`src/rtl/jab_pkg.sv`:
```
package jab_pkg;

    typedef enum logic {
        ST_ARMED = 1'b0,
        ST_QUIET = 1'b1
    } jab_state_e;

    typedef struct packed {
        logic en;
        logic clr;
    } tmr_ctl_t;

    // Clock cycles in one 2.048 ms unit at the given clock in kHz
    function automatic int unit_cycles(input int clk_khz);
        int c;
        c = (clk_khz * 2048) / 1000;
        return (c < 1) ? 1 : c;
    endfunction

    // Quiet period rounded up to whole 2.048 ms units
    function automatic int quiet_units(input int quiet_ms);
        int u;
        u = (quiet_ms * 1000 + 2047) / 2048;
        return (u < 1) ? 1 : u;
    endfunction

    function automatic int wide_of(input int a, input int b);
        return (a > b) ? a : b;
    endfunction

endpackage

```
`src/rtl/jab_prescaler.sv`:
```
module jab_prescaler #(
    parameter int CYC = 4
) (
    input  logic             clk,
    input  logic             rst,
    input  jab_pkg::tmr_ctl_t ctl,
    output logic             unit_pulse
);
    localparam int PW = (CYC > 1) ? $clog2(CYC) : 1;
    localparam logic [PW-1:0] LAST = PW'(CYC - 1);

    logic [PW-1:0] cnt_q;

    assign unit_pulse = ctl.en && !ctl.clr && (cnt_q == LAST);

    always_ff @(posedge clk) begin
        if (rst || ctl.clr) begin
            cnt_q <= '0;
        end else if (ctl.en) begin
            if (cnt_q == LAST) cnt_q <= '0;
            else               cnt_q <= cnt_q + 1'b1;
        end
    end
endmodule

```
`src/rtl/jab_unit_counter.sv`:
```
module jab_unit_counter #(
    parameter int UW = 11
) (
    input  logic          clk,
    input  logic          rst,
    input  logic          clr,
    input  logic          inc,
    input  logic [UW-1:0] limit,
    output logic          done
);
    logic [UW-1:0] cnt_q;

    assign done = inc && !clr && (cnt_q == limit - 1'b1);

    always_ff @(posedge clk) begin
        if (rst || clr || done) begin
            cnt_q <= '0;
        end else if (inc) begin
            cnt_q <= cnt_q + 1'b1;
        end
    end
endmodule

```
`src/rtl/jab_ctrl.sv`:
```
module jab_ctrl
    import jab_pkg::*;
#(
    parameter int CODE_W  = 8,
    parameter int UW      = 11,
    parameter int QUIET_U = 1465
) (
    input  logic              clk,
    input  logic              rst,
    input  logic              tx_active,
    input  logic              cfg_we,
    input  logic [CODE_W-1:0] cfg_code,
    input  logic              unit_done,
    output tmr_ctl_t          tmr_ctl,
    output logic [UW-1:0]     limit,
    output logic [CODE_W-1:0] code_q,
    output logic              quiet
);
    jab_state_e state_q, state_d;
    logic armed, timing, idle;

    assign armed  = (state_q == ST_ARMED);
    assign idle   = armed && !tx_active;
    assign timing = armed && tx_active && (code_q != '0);

    always_comb begin
        tmr_ctl.en  = timing || !armed;
        tmr_ctl.clr = armed && !timing;
        limit       = armed ? UW'(code_q) : UW'(QUIET_U);
    end

    always_comb begin
        state_d = state_q;
        if (unit_done) begin
            state_d = armed ? ST_QUIET : ST_ARMED;
        end
    end

    always_ff @(posedge clk) begin
        if (rst) begin
            state_q <= ST_ARMED;
            code_q  <= '0;
        end else begin
            state_q <= state_d;
            if (cfg_we && idle) code_q <= cfg_code;
        end
    end

    assign quiet = (state_q == ST_QUIET);
endmodule

```
`src/rtl/jabber_inhibitor.sv`:
```
module jabber_inhibitor
    import jab_pkg::*;
#(
    parameter int CLK_KHZ  = 125000,
    parameter int QUIET_MS = 3000,
    parameter int CODE_W   = 8
) (
    input  logic              clk,
    input  logic              rst,
    input  logic              tx_active,
    input  logic              cfg_we,
    input  logic [CODE_W-1:0] cfg_code,
    output logic              tx_inhibit,
    output logic              cd
);
    localparam int UNIT_CYCLES = unit_cycles(CLK_KHZ);
    localparam int QUIET_UNITS = quiet_units(QUIET_MS);
    localparam int UW = wide_of(CODE_W, $clog2(QUIET_UNITS + 1));

    tmr_ctl_t          tmr_ctl;
    logic              unit_pulse;
    logic              unit_done;
    logic [UW-1:0]     limit;
    logic [CODE_W-1:0] code_q;
    logic              quiet;

    jab_prescaler #(.CYC(UNIT_CYCLES)) u_pre (
        .clk        (clk),
        .rst        (rst),
        .ctl        (tmr_ctl),
        .unit_pulse (unit_pulse)
    );

    jab_unit_counter #(.UW(UW)) u_units (
        .clk   (clk),
        .rst   (rst),
        .clr   (tmr_ctl.clr),
        .inc   (unit_pulse),
        .limit (limit),
        .done  (unit_done)
    );

    jab_ctrl #(.CODE_W(CODE_W), .UW(UW), .QUIET_U(QUIET_UNITS)) u_ctrl (
        .clk       (clk),
        .rst       (rst),
        .tx_active (tx_active),
        .cfg_we    (cfg_we),
        .cfg_code  (cfg_code),
        .unit_done (unit_done),
        .tmr_ctl   (tmr_ctl),
        .limit     (limit),
        .code_q    (code_q),
        .quiet     (quiet)
    );

    assign tx_inhibit = quiet;
    assign cd         = quiet;
endmodule

```
`config.mk`:
```
export PLATFORM = sky130hd
export DESIGN_NAME = jabber_inhibitor
export DESIGN_NICKNAME = d
export VERILOG_FILES = /design/src/rtl/jab_pkg.sv /design/src/rtl/jab_prescaler.sv /design/src/rtl/jab_unit_counter.sv /design/src/rtl/jab_ctrl.sv /design/src/rtl/jabber_inhibitor.sv
export SDC_FILE = /design/constraint.sdc
export NUM_CORES = 1
export LEC_CHECK = 0
export ABC_AREA = 1
export BUFFER_PORTS_ARGS = -buffer_cell sky130_fd_sc_hd__buf_2
export CAP_MARGIN = 25
export CORE_ASPECT_RATIO = 1.4
export CORE_MARGIN = 4
export CORE_UTILIZATION = 55
export CTS_CLUSTER_SIZE = 10
export DETAILED_ROUTE_END_ITERATION = 10
export PLACE_DENSITY = 0.76
export SYNTH_ARGS = -nofsm -noshare
export SYNTH_HDL_FRONTEND = slang
export SYNTH_SLANG_ARGS = --single-unit
```
`constraint.sdc`:
```
create_clock -name clk -period 2.4 [get_ports clk]
set_clock_uncertainty 0.1 [all_clocks]
set_input_delay 0 -clock clk [delete_from_list [all_inputs] [get_ports clk]]
set_output_delay 0 -clock clk [all_outputs]
set_load 0.03 [all_outputs]
```
==> implementation parameters <==
Parameter                              Value

Logic synthesis
  Gate Count Post-Synth ... 356
  Synth Area per Inst ... 6.794 µm²
  Net count after synthesis ... 371
  Cell types with the highest counts after synthesis ... 85 x nand2_1, 44 x inv_1, 38 x dfxtp_1
  Cells taking the most area after synthesis ... dfxtp_1 31%, nand2_1 13%, inv_1 6.8%
  Dominant register cell in the synthesized netlist ... dfxtp_1
  Number of enable-type register cells in the synthesized netlist ... 0
  Sequential element share of the synthesized area ... 31.45%
  Synthesized flop and latch total ... 38
  Post-synthesis instance area ... 2419 µm²
  Yosys top cell by area ... dfxtp_1
  Distinct cells, synth ... 33
  Count of yosys warnings during synthesis ... 0
  Proportion of synthesized flip-flops having asynchronous set or reset ... 0%
  Most common cell in the netlist ... nand2_1
  Fraction of post-synthesis cell area in the top cell type by area ... 31.45%

Drt
  Initial DRC Count ... 133
  Count of nets left with antenna violations after detail routing ... 0
  Routed vias/inst ... 5.373
  Met3 wire length ... 125 µm
  Total DRC errors in the routed layout ... 0
  Routed length on met1 ... 2.199 mm
  First drt pass iteration count ... 5
  Average wire length per cell after detail routing ... 13.10 µm
  Routed length on met2 ... 3.280 mm
  Wire length after detailed routing ... 5.792 mm
  Highest signal layer in the routed design ... met4
  Detailed-route via count ... 2375

Pwr
  Sequential share of power ... 42.6%
  Switching power share of the total ... 24.55%
  Portion of total power attributed to the clock network ... 43.8%
  IR Drop Worst-Case VDD ... 0.0003680 V
  Portion of total power attributed to combinational logic ... 13.6%
  Leak Pwr ... 1.105 nW
  Net switching power of the design ... 0.3786 mW
  Internal power summed over all cells ... 1.164 mW
  Power per standard cell area ... 559.3 nW/µm²

Floorplanning
  Initial core utilization ... 57.05%
  Floorplan Core Area ... 4239 µm²
  Vert. Die Dim ... 86.46 µm
  Boundary Pins ... 14
  Row count ... 28
  Total Die Area ... 5537 µm²
  Horizontal extent of the die ... 64.05 µm

Timing
  Post-route setup TNS ... 0 ns
  Fin Hold WS ... 0.1608 ns
  Relative slew margins ... 74.37%
  Unrepaired setup endpoints after global routing ... false
  Final critical path time including I/O delays and setup ... 2.181 ns
  Final worst-path cycle share ... 90.86%
  Highest attainable clock frequency ... 0.4586 GHz
  Number of failing hold endpoints at the final stage ... 0
  # setup viols final ... 0
  Final max-slew violation count ... 0
  Worst Tran Pin Value ... 0.3834 ns

Clocking
  Clock transition at the registers of the reported paths ... 0.08 ns
  Root Buffer ... clkbuf_8
  CTS Sinks ... 38
  H-tree levels ... 2
  Clk buf depth ... 2
  Clock Latency Late Sink ... 0.29 ns
  Cells resized by post-CTS repair ... 0
  Clock buffers created by TritonCTS ... 5
  CTS tree ... done

Run
  Number of maximum-capacitance violations ... 0

Worst hold path
  Launch point of the worst hold path ... cfg_we
  Type of the tightest min-delay check ... in -> reg

Worst setup path
  Crit path from ... u_ctrl.quiet
  Launching point of the worst reg2reg path ... u_ctrl.quiet
  Critical Setup Path Class ... reg -> reg
  Required time of the worst setup path ... 2.48 ns
  Startpoint type of the worst setup path ... flop
  Type of destination of the critical path ... flop
  Signal arrival time at the worst endpoint ... 2.26 ns
  Largest fanout on the critical path ... 11

Layout
  Filler cell count ... 380
  Area occupied by multi-input gates ... 1423 µm²
  Post-layout nets ... 396
  Count of antenna diodes in the layout ... 0
  Layout cell share with drive strength beyond 1 ... 15.45%
  Final instance count without filler cells ... 442
  Storage element area ... 760.7 µm²
  Area Growth Syn to Fin ... 14.02%
  Post-route cell area ... 2758 µm²

Global routing
  Maximum number of pins on one net before global-route repair ... 15
  Remaining Overflow, GRT ... 0
  Overall track demand over capacity in global routing ... 22.97%
  First-pass GRT wire length ... 10.05 mm
  Vias in the first global route ... 2286
  Number of antenna violations at the first check in global routing ... 0

Status
  Result of the run ... finished clean

Placed design
  Weighted congestion at the end of routability-driven global placement ... 0.9086
  Port Buf Inserts ... 13
  Placed instance area ... 2525 µm²
  Dpl cells ... 425
  DP HPWL ... 4.293 mm
==> path summary, 6_finish.rpt <==
| path | to | slack, ns | depth (start not counted) |
|---|---|---|---|
| max reg2reg | u_units.cnt_q[0] | 0.22 | 12 |
| min | u_ctrl.code_q[7] | 0.16 | 3 |
| max | u_units.cnt_q[0] | 0.22 | 12 |
| min reg2reg | u_pre.cnt_q[4] | 0.36 | 2 |
==> what timing repair did <==
item,in CTS,in global routing
setup buffers,0,0
hold endpoints to repair,9,0
hold buffers,9,0
endpoints found under the setup margin,0,0
==> power groups by stage <==
stage	Clock, mW	Sequential, mW	Combinational (mW)
detailed placement	0	0.671	0.197
global route	0.718	0.658	0.236
global placement	0	0.671	0.194
finish	0.676	0.656	0.210
CTS	0.691	0.656	0.209
floorplan	0	0.667	0.162
==> final cells by class <==
class	count	share of cell area, %
Multi-Input combinational cell	262	51.59
Sequential cell	38	27.59
Inverter	51	7.033
Timing Repair Buffer	23	5.898
Clock buffer	6	2.995
Tap cell	60	2.722
Clock inverter	2	2.178
==> through the flow <==
stage / power [mW] / util (%) / setup slack, ns
4_1_cts: 1.557 / 65.05 / 0.2447
3_5_place_dp: 0.8678 / 59.56 / 0.2643
5_1_grt: 1.611 / 65.05 / 0.01487
6_report: 1.542 / 65.05 / 0.2193
3_3_place_gp: 0.8648 / 59.56 / 0.3688
2_1_floorplan: 0.8292 / - / 0.2711
==> flip-flops by register name, indices dropped and copies added (netlist names) <==
signal         cells
u_ctrl.code_q      8
u_units.cnt_q     11
u_ctrl.quiet       1
u_pre.cnt_q       18
==> cells in the final DEF (no fill, tap or decap), types with 6 or more instances in the layout <==
master	Yosys	layout
nand2_1	85	85
inv_1	44	44
dfxtp_1	38	38
nor2_1	36	36
nand3_1	26	26
a21oi_1	23	23
buf_2	0	13
xor2_1	12	12
nor3_1	11	11
nand4_1	10	10
o21ai_0	10	10
dlygate4sd3_1	0	9
o21ai_1	8	8
nor2_4	7	7
nor2_2	7	7
inv_2	6	6
clkbuf_8	0	6
==> routing by layer <==
metal	GRT usage (%)	vias up
li1	-	1207
met1	24.27	1102
met2	44.31	46
met3	3.502	20
met4	9.430	0
met5	0	-
==> logic make-up (layout without fill, tap and decap cells) <==
family	count (synthesis)	count (layout)	share of synthesized area, %
buf+inv	56	82	9.726
compound gates	50	50	11.80
flops	38	38	31.45
xor+xnor	13	13	4.708
fa+ha+maj	3	3	1.552
simple gates	196	196	40.77
==> critical path, cell delays in order, from the launching register on <==
cell,delay [ns]
dfxtp_1,0.49
inv_4,0.10
nand2_1,0.07
ha_1,0.18
inv_1,0.07
nor2_1,0.12
nand3_1,0.13
o21ai_1,0.17
nand3_1,0.09
nor2_1,0.14
nand3_2,0.11
nand2_2,0.23
a21oi_1,0.07
No activity file was read; power rests on OpenSTA's default activity.
